<file path="src/rtl/fsync_gen_pkg.sv">
`timescale 1ns/1ps
package fsync_gen_pkg;
   localparam int PER_W_DEF = 12;
   localparam int WID_W_DEF = 8;

   typedef enum logic [1:0] {
      FS_IDLE = 2'd0,
      FS_HIGH = 2'd1,
      FS_LOW  = 2'd2
   } fs_state_e;
endpackage

</file>
<file path="src/rtl/fsync_gen_dcnt.sv">
`timescale 1ns/1ps
module fsync_gen_dcnt #(
   parameter int W = 12
) (
   input  logic         clk,
   input  logic         rst_n,
   input  logic         clr,
   input  logic         load,
   input  logic         dec,
   input  logic [W-1:0] load_val,
   output logic [W-1:0] cnt,
   output logic         zero
);
   localparam logic [W-1:0] ONE = W'(1);

   logic [W-1:0] q;

   always_ff @(posedge clk or negedge rst_n) begin
      if (!rst_n)
         q <= '0;
      else if (clr)
         q <= '0;
      else if (load)
         q <= load_val;
      else if (dec && (q != '0))
         q <= q - ONE;
   end

   assign cnt  = q;
   assign zero = (q == '0);
endmodule

</file>
<file path="src/rtl/fsync_gen_ctrl.sv">
`timescale 1ns/1ps
module fsync_gen_ctrl
   import fsync_gen_pkg::*;
#(
   parameter bit REG_OUT = 1'b1
) (
   input  logic      clk,
   input  logic      rst_n,
   input  logic      active,
   input  logic      step_en,
   input  logic      per_zero,
   input  logic      wid_zero,
   output logic      clr,
   output logic      load,
   output logic      adv,
   output fs_state_e state,
   output logic      fsync
);
   fs_state_e state_q, state_d;
   logic      step;

   assign step = active & step_en;
   assign clr  = ~active;
   assign load = step & ((state_q == FS_IDLE) | per_zero);
   assign adv  = step & ~load;

   always_comb begin
      state_d = state_q;
      if (!active)
         state_d = FS_IDLE;
      else if (load)
         state_d = FS_HIGH;
      else if (adv && (state_q == FS_HIGH) && wid_zero)
         state_d = FS_LOW;
   end

   always_ff @(posedge clk or negedge rst_n) begin
      if (!rst_n)
         state_q <= FS_IDLE;
      else
         state_q <= state_d;
   end

   assign state = state_q;

   generate
      if (REG_OUT) begin : g_reg_out
         logic fs_q;
         always_ff @(posedge clk or negedge rst_n) begin
            if (!rst_n)
               fs_q <= 1'b0;
            else
               fs_q <= (state_d == FS_HIGH);
         end
         assign fsync = fs_q;
      end else begin : g_dec_out
         assign fsync = (state_q == FS_HIGH);
      end
   endgenerate
endmodule

</file>
<file path="src/rtl/fsync_gen.sv">
`timescale 1ns/1ps
module fsync_gen
   import fsync_gen_pkg::*;
#(
   parameter int PER_W   = PER_W_DEF,
   parameter int WID_W   = WID_W_DEF,
   parameter bit REG_OUT = 1'b1
) (
   input  logic             clk,
   input  logic             rst_n,
   input  logic             gclk_en,
   input  logic             run,
   input  logic             fs_mode,
   input  logic [PER_W-1:0] period_val,
   input  logic [WID_W-1:0] width_val,
   output logic             fsync
);
   generate
      if (PER_W < 2 || PER_W > 32) begin : g_bad_per
         $error("fsync_gen: PER_W must lie in 2..32");
      end
      if (WID_W < 1 || WID_W > PER_W) begin : g_bad_wid
         $error("fsync_gen: WID_W must lie in 1..PER_W");
      end
   endgenerate

   logic             active;
   logic             clr, load, adv;
   logic             per_zero, wid_zero;
   logic [PER_W-1:0] per_cnt;
   logic [WID_W-1:0] wid_cnt;
   fs_state_e        state;

   assign active = run & fs_mode;

   fsync_gen_dcnt #(.W(PER_W)) u_per (
      .clk(clk), .rst_n(rst_n), .clr(clr), .load(load), .dec(adv),
      .load_val(period_val), .cnt(per_cnt), .zero(per_zero)
   );

   fsync_gen_dcnt #(.W(WID_W)) u_wid (
      .clk(clk), .rst_n(rst_n), .clr(clr), .load(load), .dec(adv),
      .load_val(width_val), .cnt(wid_cnt), .zero(wid_zero)
   );

   fsync_gen_ctrl #(.REG_OUT(REG_OUT)) u_ctrl (
      .clk(clk), .rst_n(rst_n), .active(active), .step_en(gclk_en),
      .per_zero(per_zero), .wid_zero(wid_zero), .clr(clr), .load(load),
      .adv(adv), .state(state), .fsync(fsync)
   );
endmodule

</file>
<file path="config.mk">
export PLATFORM = sky130hd
export DESIGN_NAME = fsync_gen
export DESIGN_NICKNAME = d
export VERILOG_FILES = /design/src/rtl/fsync_gen_pkg.sv /design/src/rtl/fsync_gen_dcnt.sv /design/src/rtl/fsync_gen_ctrl.sv /design/src/rtl/fsync_gen.sv
export SDC_FILE = /design/constraint.sdc
export NUM_CORES = 1
export LEC_CHECK = 0
export BUFFER_PORTS_ARGS = -buffer_cell sky130_fd_sc_hd__buf_2
export CORE_ASPECT_RATIO = 1.4
export CORE_UTILIZATION = 35
export DETAILED_ROUTE_END_ITERATION = 10
export SLEW_MARGIN = 20
export SYNTH_ARGS = -nofsm -noshare
export SYNTH_HDL_FRONTEND = slang
export SYNTH_SLANG_ARGS = --single-unit
</file>
<file path="constraint.sdc">
create_clock -name clk -period 2.5 [get_ports clk]
set_clock_uncertainty 0.1 [all_clocks]
set_input_delay 0.5 -clock clk [delete_from_list [all_inputs] [get_ports clk]]
set_output_delay 0.5 -clock clk [all_outputs]
set_load 0.05 [all_outputs]
</file>
After elaboration in Yosys (flattened, before gate mapping). Cells that the tools add are included.

Register bits: 23. Output and inout port bits: 1. Word-level logic and storage cells: 34. Input bits: 25.

Reductions and logical operators: 9. Multiplexer cells: 9. Bitwise logic cells: 6. Eq/ne operators: 4. Add/subtract/negate cells: 2.

Operators with widths (count): $mux W12 (3); $mux W8 (3); $logic_not A12 Y1 (1); $reduce_bool A12 Y1 (1); $sub A12 B1 Y12 const B (1); $logic_not A8 Y1 (1); $reduce_bool A8 Y1 (1); $sub A8 B1 Y8 const B (1); $mux W2 (3); $ne A3 B3 Y1 const B (2); $and A1 B1 Y1 (4); $eq A2 B1 Y1 const B (2); $logic_and A1 B1 Y1 (4); $logic_not A2 Y1 (1); $not A1 Y1 (1); $or A1 B1 Y1 (1).

Logic depth before layout (Yosys ltp). Gate-level depths: netlist of run 1.

Depth after elaboration: 11. Gate-level depth with buffers: 8. Gate-level depth less buffers: 7.

Modules after synthesis. Synthesis of run 1 repeated with hierarchy kept, for this count alone.

Cells, all modules: 168. Area, all modules: 1535.2 um2.

Modules (own cells, without submodules): fsync_gen_dcnt (u_per) (area an instance 812.0 um2, times used 1, cells an instance 87); fsync_gen_dcnt (u_wid) (area an instance 555.5 um2, times used 1, cells an instance 61); fsync_gen_ctrl (area an instance 161.4 um2, times used 1, cells an instance 19); fsync_gen (area an instance 6.3 um2, times used 1, cells an instance 1).

Worst setup path before layout of run 1. OpenSTA, ideal clock, no wires.

Kind: register to register. Start point: register u_per.q[0], in the netlist u_per.cnt[0]. End point: register u_per.q[10], in the netlist u_per.cnt[10]. Slack: 0.553 ns. Data arrival time: 1.725 ns. Cell stages (with the launch flop): 8. Period minus slack after synthesis: 1.947 ns. Required time: 2.278 ns. Library setup time: 0.122 ns. Path buffers: 0. Path through: dfrtp_1 inv_1 ha_1 or4b_4 nor2_4 a21oi_1 nand2b_1 a32o_1.

Longest elaborated chain between the ends: 7. Elaborated cells on any way between the ends: 12.

RTL lines: start, declared (RTL line fsync_gen_dcnt.sv:16) `logic [W-1:0] q;`; start signal, assigned (RTL line fsync_gen_dcnt.sv:24) `q <= load_val;`; start signal, assigned (RTL line fsync_gen_dcnt.sv:26) `q <= q - ONE;`; parallel branches: the longest is 7 deep, another holds $sub A12 B1 Y12.

Parallel ways; which one is timed is not known. The select of a mux whose other input is x is not followed. A chain may end at the register's enable or synchronous reset.

Final worst setup path of run 1.
Start point: register u_per.q[0], in the netlist u_per.cnt[0]. End point: register u_per.q[9], in the netlist u_per.cnt[9].

The elaborated chain is that of the path after synthesis.

==> results.md, run 1 <==
- Status: finished, violations left
- Violated checks: DRC
- Worst Path Max Fanout: 24
- Slowest cell on the critical path: dfrtp_1
- Sum Neg Setup Slack: 0 ns
- Seq. cell area: ~580 sq um
- Actual slew at the worst max-slew pin: ~0.54 ns
- Initial core utilization: between 30% and 40%
- Vias per cell: roughly 6
- Routed len/inst: roughly 16 um
- Post-route setup slack: approximately 0.28 ns
- P&R area growth vs syn: 14.8%
- Final nets: approximately 220
- Die Wd: roughly 58 um
- GPL Wtd Cong: about 0.78
- Total GRT Usage: between 10% and 20%
- Max Fclk: approximately 450 MHz
- Seq/Total Area, Yosys: a little under two fifths
- I/O pin count: 26
- Fill count: around 440
- Slew Limit Fails: 0
- WP data arrival: ~2.3 ns
- Cts repair resizes: 0
- Core box area: between 4000 and 5000 sq um
- Gate Count Post-Synth: ~170
- Ys async rst share: 100%
- Final setup fails: 0
- WP data required: approximately 2.5 ns
- Ant diodes: 0
- RSZ-0062 raised after global routing: no
- First-pass GRT wire length: 6.47 mm
- Hold Path Class: primary input to async pin
- Worst setup EP type: register
- Root Buffer: clkbuf_8
- Port-buffer cells: 25
- Largest net degree at the start of global routing: 25
- Drt total wl: roughly 3.7 mm
- Setup slack, reg-to-reg: 0.28 ns
- Worst rel slew slack: 64.3%
- CP peak stage delay: around 0.41 ns
- DP Worst Slack: ~0.29 ns
- Final instance area: ~1800 sq um
- Synth Flop Type: dfrtp_1
- Post-route DRC: 2
- GRT overflow: 0
- Via count: between 1000 and 1500
- Die area: roughly 4600 sq um
- Comb pwr share: between 20% and 30%
- Row cnt: 28
- Post-route ant nets: 0
- Iteration-0 DRC count of the detailed router: between 70 and 80
- Cell Chain, Critical Path: inv_1 -> ha_1 -> nor4b_4 -> a31o_4 -> nand2_1 -> buf_4 -> a41oi_1 -> a31oi_1
- Layout cells sized above 1: between 20 and 30%
- P_leak: between 0.7 and 0.8 nW
- Cts hold-fix bufs: 0
- Type of the worst setup path: register to register
- Psw: approximately 0.00024 W
- Post-CTS Setup Inserts: 0
- Yosys warns: 0
- Pwr Total: approximately 0.00080 W
- Die Span Y: 80.2 um
- CTS tree: done
- Reg clk slew, reported paths: ~0.09 ns
- Pre-antenna DRT Iters: 7
- Worst vdd ir: between 200 and 250 uV
- Commonest non-fill, non-tap cell in the layout: buf_2
- Post-Syn Nets: 195
- Final period util: roughly nine tenths
- Commonest cells after routing, fill and taps aside: buf_2 (25), dfrtp_1 (23), a21oi_1 (18), o21ai_0 (16), nand2_1 (14)
- Syn_area_per_cell: slightly above 9 sq um
- Area post-placement: 1710 sq um
- Min Clock Period, post-route: around 2.2 ns
- Seq pwr share: roughly half
- Clock latency reported for the late side of the worst-skew pair: ~0.27 ns
- Area taken by multi-input logic gates: a little over 900 sq um
- Power Density: 455 nW/um^2
- Clock Power Share: ~30%
- Post-synth EDFFs: 0
- Mapped Area: between 1500 and 2000 sq um
- Maxcap violations: 0
- Final Hold Fails: 0
- Startpoint class of the critical path: register
- Vias in the first global route: approximately 1300
- # H-tree levels: 1
- Switching share of power: 29.5%
- Clk sinks: 23
- Clock Path Buffers: 2
- Internal power: 0.000563 W
- Initial antenna violation count: 0
- Detail Placement HPWL: about 2.7 mm
- Synth unique cells: 49
- #FFs+latches synth: 23
- Num CTS Buffers: 3
power by group through the flow:
stage	Combinational [W]	Sequential (W)	Clock [W]
global route	0.000182	0.000402	0.000267
detailed placement	0.000163	0.000407	0
finish	0.000161	0.000400	0.000239
CTS	0.000164	0.000400	0.000247
global placement	0.000161	0.000407	0
floorplan	0.000107	0.000405	0
metal layers:
| metal | global-route usage, % | wire (um) |
|---|---|---|
| met5 | 0 | 0 |
| met4 | 6.43 | 65 |
| met3 | 1.77 | 144 |
| met2 | 31.1 | 1850 |
| met1 | 22.7 | 1660 |
cell usage after synthesis (2+ instances only):
master / count / share of area, %
dfrtp_1: 23 / 38
a21oi_1: 18 / 5.9
o21ai_0: 16 / 5.2
nand2_1: 14 / 3.4
nor2_1: 13 / 3.2
nor3_1: 7 / 2.3
xor2_1: 6 / 3.4
nand4_1: 5 / 2.0
clkbuf_1: 4 / 0.98
inv_1: 4 / 0.98
o21ai_1: 4 / 1.3
a211oi_1: 3 / 1.5
a32o_1: 3 / 2.0
and2_1: 3 / 1.2
buf_2: 3 / 0.98
ha_1: 3 / 2.5
nand3_1: 2 / 0.65
nand4b_1: 2 / 1.1
nor4_1: 2 / 0.82
nor4_4: 2 / 2.8
o41ai_1: 2 / 1.1
critical path, delay by kind of cell, from the launching register on:
kind                     cells  cell delay, ns
AO/OA/AOI/OAI                3            0.65
buffers and inverters        2            0.25
flip-flops                   1            0.41
AND/OR/NAND/NOR              2            0.43
adder cells (fa/ha/maj)      1            0.23
registers in the layout (all words and copies together) (netlist names):
register and flops:
u_per.cnt 12, u_wid.cnt 8, u_ctrl.fsync 1, u_ctrl.state 2
logic make-up after synthesis:
logic type,Yosys count,synth area share [%]
and+or+nand+nor,64,27.0
AOI/OAI and AO/OA,58,25.0
DFF,23,37.6
buffers and inverters,11,2.94
xor gates and xnor gates,7,4.01
adders and majority gates,3,2.45
muxes,1,0.981
area by class of cell:
cell class,instances,share of cell area [%]
clock buffers,4,2.56
inverters,4,0.855
multi-input cells,133,51.8
flip-flops and latches,23,32.8
well taps,45,3.21
repair buffers,29,8.83
path summary, 6_finish.rpt:
path,start,to,cells past startpoint
max in group asynchronous,rst_n,u_wid.cnt[3],1
setup / recovery,u_per.cnt[0],u_per.cnt[9],8
hold / removal,rst_n,u_wid.cnt[6],1
setup reg to reg,u_per.cnt[0],u_per.cnt[9],8
hold reg to reg,u_per.cnt[0],u_per.cnt[0],2
min in group clk,width_val[0],u_wid.cnt[0],3
stage by stage:
stage	hold slack, ns	util (%)	instances
floorplan	0.104	-	167
global placement	0.413	40.7	234
detailed placement	0.420	40.7	234
CTS	0.126	41.8	238
global route	0.155	41.8	238
finish	0.0979	41.8	238
No activity file was read; power rests on OpenSTA's default activity.
==> run 2, diff against run 1 <==
--- a/config.mk
+++ b/config.mk
@@ -7,8 +7,9 @@
 export LEC_CHECK = 0
 export BUFFER_PORTS_ARGS = -buffer_cell sky130_fd_sc_hd__buf_2
 export CORE_ASPECT_RATIO = 1.4
-export CORE_UTILIZATION = 35
+export CORE_UTILIZATION = 45
 export DETAILED_ROUTE_END_ITERATION = 10
+export PLACE_DENSITY = 0.66
 export SLEW_MARGIN = 20
 export SYNTH_ARGS = -nofsm -noshare
 export SYNTH_HDL_FRONTEND = slang
==> run 2 against run 1 <==
Compared with the run above: the flow now finishes without violations; fmax down 0.21%; clock-buffer cell count unchanged; cell count down 3.4%; critical path depth down 1; hold slack better by 0.0049 ns; highest routed layer unchanged.
==> results.md, run 2 (synthesis results as in run 1) <==
- Status: finished clean (was finished, violations left)
- GRT overflow: 0 (unchanged)
- Final setup fails: 0 (unchanged)
- Post-route ant nets: 0 (unchanged)
- Type of the worst setup path: register to register (unchanged)
- Iteration-0 DRC count of the detailed router: 47 (was 76)
- Worst Path Max Fanout: 24 (unchanged)
- Final Hold Fails: 0 (unchanged)
- Final nets: 220 (was 222)
- Final period util: 89.1% (was 88.9%)
- Layout cells sized above 1: 24.6% (was 25.4%)
- Maxcap violations: 0 (unchanged)
- P_leak: 0.730 nW (was 0.740 nW)
- Post-CTS Setup Inserts: 0 (unchanged)
- CP Capture Point: u_ctrl.fsync (was u_per.cnt[9])
- Row cnt: 24 (was 28)
- Pwr Total: 0.000803 W (was 0.000799 W)
- Commonest non-fill, non-tap cell in the layout: buf_2 (unchanged)
- P&R area growth vs syn: 13.3% (was 14.8%)
- WP data arrival: 2.31 ns (was 2.26 ns)
- Total GRT Usage: 23.8% (was 18.0%)
- Via count: 1405 (was 1389)
- Slowest cell on the critical path: dfrtp_1 (unchanged)
- Reg clk slew, reported paths: 0.09 ns (about the same)
- Die Span Y: 71 um (was 80.2 um)
- Max Fclk: 449 MHz (was 450 MHz)
- Vias per cell: 6.11 (was 5.84)
- Worst vdd ir: 306 uV (was 238 uV)
- Core box area: 3180 sq um (was 4200 sq um)
- Die area: 3640 sq um (was 4640 sq um)
- Vias in the first global route: 1399 (was 1345)
- Clock latency reported for the late side of the worst-skew pair: 0.27 ns (about the same)
- Cts hold-fix bufs: 0 (unchanged)
- Die Wd: 51.3 um (was 57.9 um)
- I/O pin count: 26 (unchanged)
- Num CTS Buffers: 3 (unchanged)
- Port-buffer cells: 25 (unchanged)
- Hold Slack: 0.103 ns (was 0.0979 ns)
- Startpoint class of the critical path: register (unchanged)
- # H-tree levels: 1 (unchanged)
- Actual slew at the worst max-slew pin: 0.557 ns (was 0.535 ns)
- Hold Path Class: primary input to async pin (unchanged)
- Worst rel slew slack: 62.9% (was 64.3%)
- Slew Limit Fails: 0 (unchanged)
- Initial core utilization: 48.1% (was 36.4%)
- Cell Chain, Critical Path: inv_1 -> ha_1 -> nor4b_4 -> a31o_4 -> nor3_1 -> or3b_1 -> a21oi_1 (was inv_1 -> ha_1 -> nor4b_4 -> a31o_4 -> nand2_1 -> buf_4 -> a41oi_1 -> a31oi_1)
- Clock Path Buffers: 2 (unchanged)
- Clk sinks: 23 (unchanged)
- Cts repair resizes: 0 (unchanged)
- Routed len/inst: 17.0 um (was 15.6 um)
- Crit. Startpoint: u_per.cnt[0] (unchanged)
- Post-route DRC: 0 (was 2)
- CP peak stage delay: 0.42 ns (was 0.41 ns)
- Min Clock Period, post-route: 2.23 ns (was 2.22 ns)
- Root Buffer: clkbuf_8 (unchanged)
- Largest net degree at the start of global routing: 25 (unchanged)
- Drt total wl: 3.91 mm (was 3.72 mm)
- Reg2reg end: u_ctrl.fsync (was u_per.cnt[9])
- Power Density: 463 nW/um^2 (was 455 nW/um^2)
- Sum Neg Setup Slack: 0 ns (unchanged)
- Commonest cells after routing, fill and taps aside: buf_2 (25), dfrtp_1 (23), a21oi_1 (18), o21ai_0 (16), nand2_1 (14) (unchanged)
- Max reg flops: 12 (unchanged)
- RSZ-0062 raised after global routing: no (unchanged)
- CTS tree: done (unchanged)
- Worst setup EP type: register (unchanged)
- Ant diodes: 0 (unchanged)
- Reg-to-Reg Start: u_per.cnt[0] (unchanged)
- Pre-antenna DRT Iters: 4 (was 7)
- Setup slack, reg-to-reg: 0.27 ns (was 0.28 ns)
- GPL Wtd Cong: 0.811 (was 0.776)
- First-pass GRT wire length: 6.51 mm (was 6.47 mm)
- Initial antenna violation count: 0 (unchanged)
- Detail Placement HPWL: 2.81 mm (was 2.73 mm)
- R2R cell count: 7 (was 8)
- WP data required: 2.59 ns (was 2.54 ns)
[run 2: layer usage]
layer  global-route usage (%)  share of wire (%)  up-vias
li1                         -                  -      684
met1                     27.6                 41      680
met2                     44.2                 54       35
met3                     3.23                3.1        6
met4                     7.21                2.0        0
met5                        0                  0        -
[run 2: area by class of cell]
class,count,area [sq um]
tap,39,48.8
fill,321,1450
inverter,4,15.0
timing repair buffer,27,140
clock buffer,4,45.0
multi-input combinational,133,910
sequential,23,576
[run 2: where the power goes]
part | internal (W) | switching, W | leakage (nW)
sequential | 0.000383 | 0.0000175 | 0.316
combinational | 0.0000659 | 0.0000978 | 0.391
clock | 0.000114 | 0.000125 | 0.0228
total | 0.000563 | 0.000240 | 0.730
[run 2: worst min path at each step]
stage,startpoint,end,cells after the start,slack [ns]
after global placement,rst_n,u_wid.cnt[7],1,0.41
after global routing,rst_n,u_wid.cnt[7],1,0.14
after CTS,rst_n,u_ctrl.state[0],1,0.13
final,rst_n,u_per.cnt[0],1,0.10
after floorplan,rst_n,u_ctrl.fsync,0,0.10
after detailed placement,rst_n,u_wid.cnt[7],1,0.42
[run 2: critical path: cells and delay by family, from the launching register on]
kind | cells | cell delay [ns]
flops | 1 | 0.42
simple gates | 3 | 0.79
fa+ha+maj | 1 | 0.24
compound gates | 2 | 0.50
buf+inv | 1 | 0.08
[run 2: through the flow]
step / instance area (sq um) / std cells / utilization, % / setup slack [ns]
after floorplan: 1530 / 167 / - / 0.553
after global placement: 1690 / 226 / 53.1 / 0.396
after detailed placement: 1690 / 226 / 53.1 / 0.312
after CTS: 1730 / 230 / 54.5 / 0.282
after global routing: 1730 / 230 / 54.5 / 0.120
final: 1730 / 230 / 54.5 / 0.274
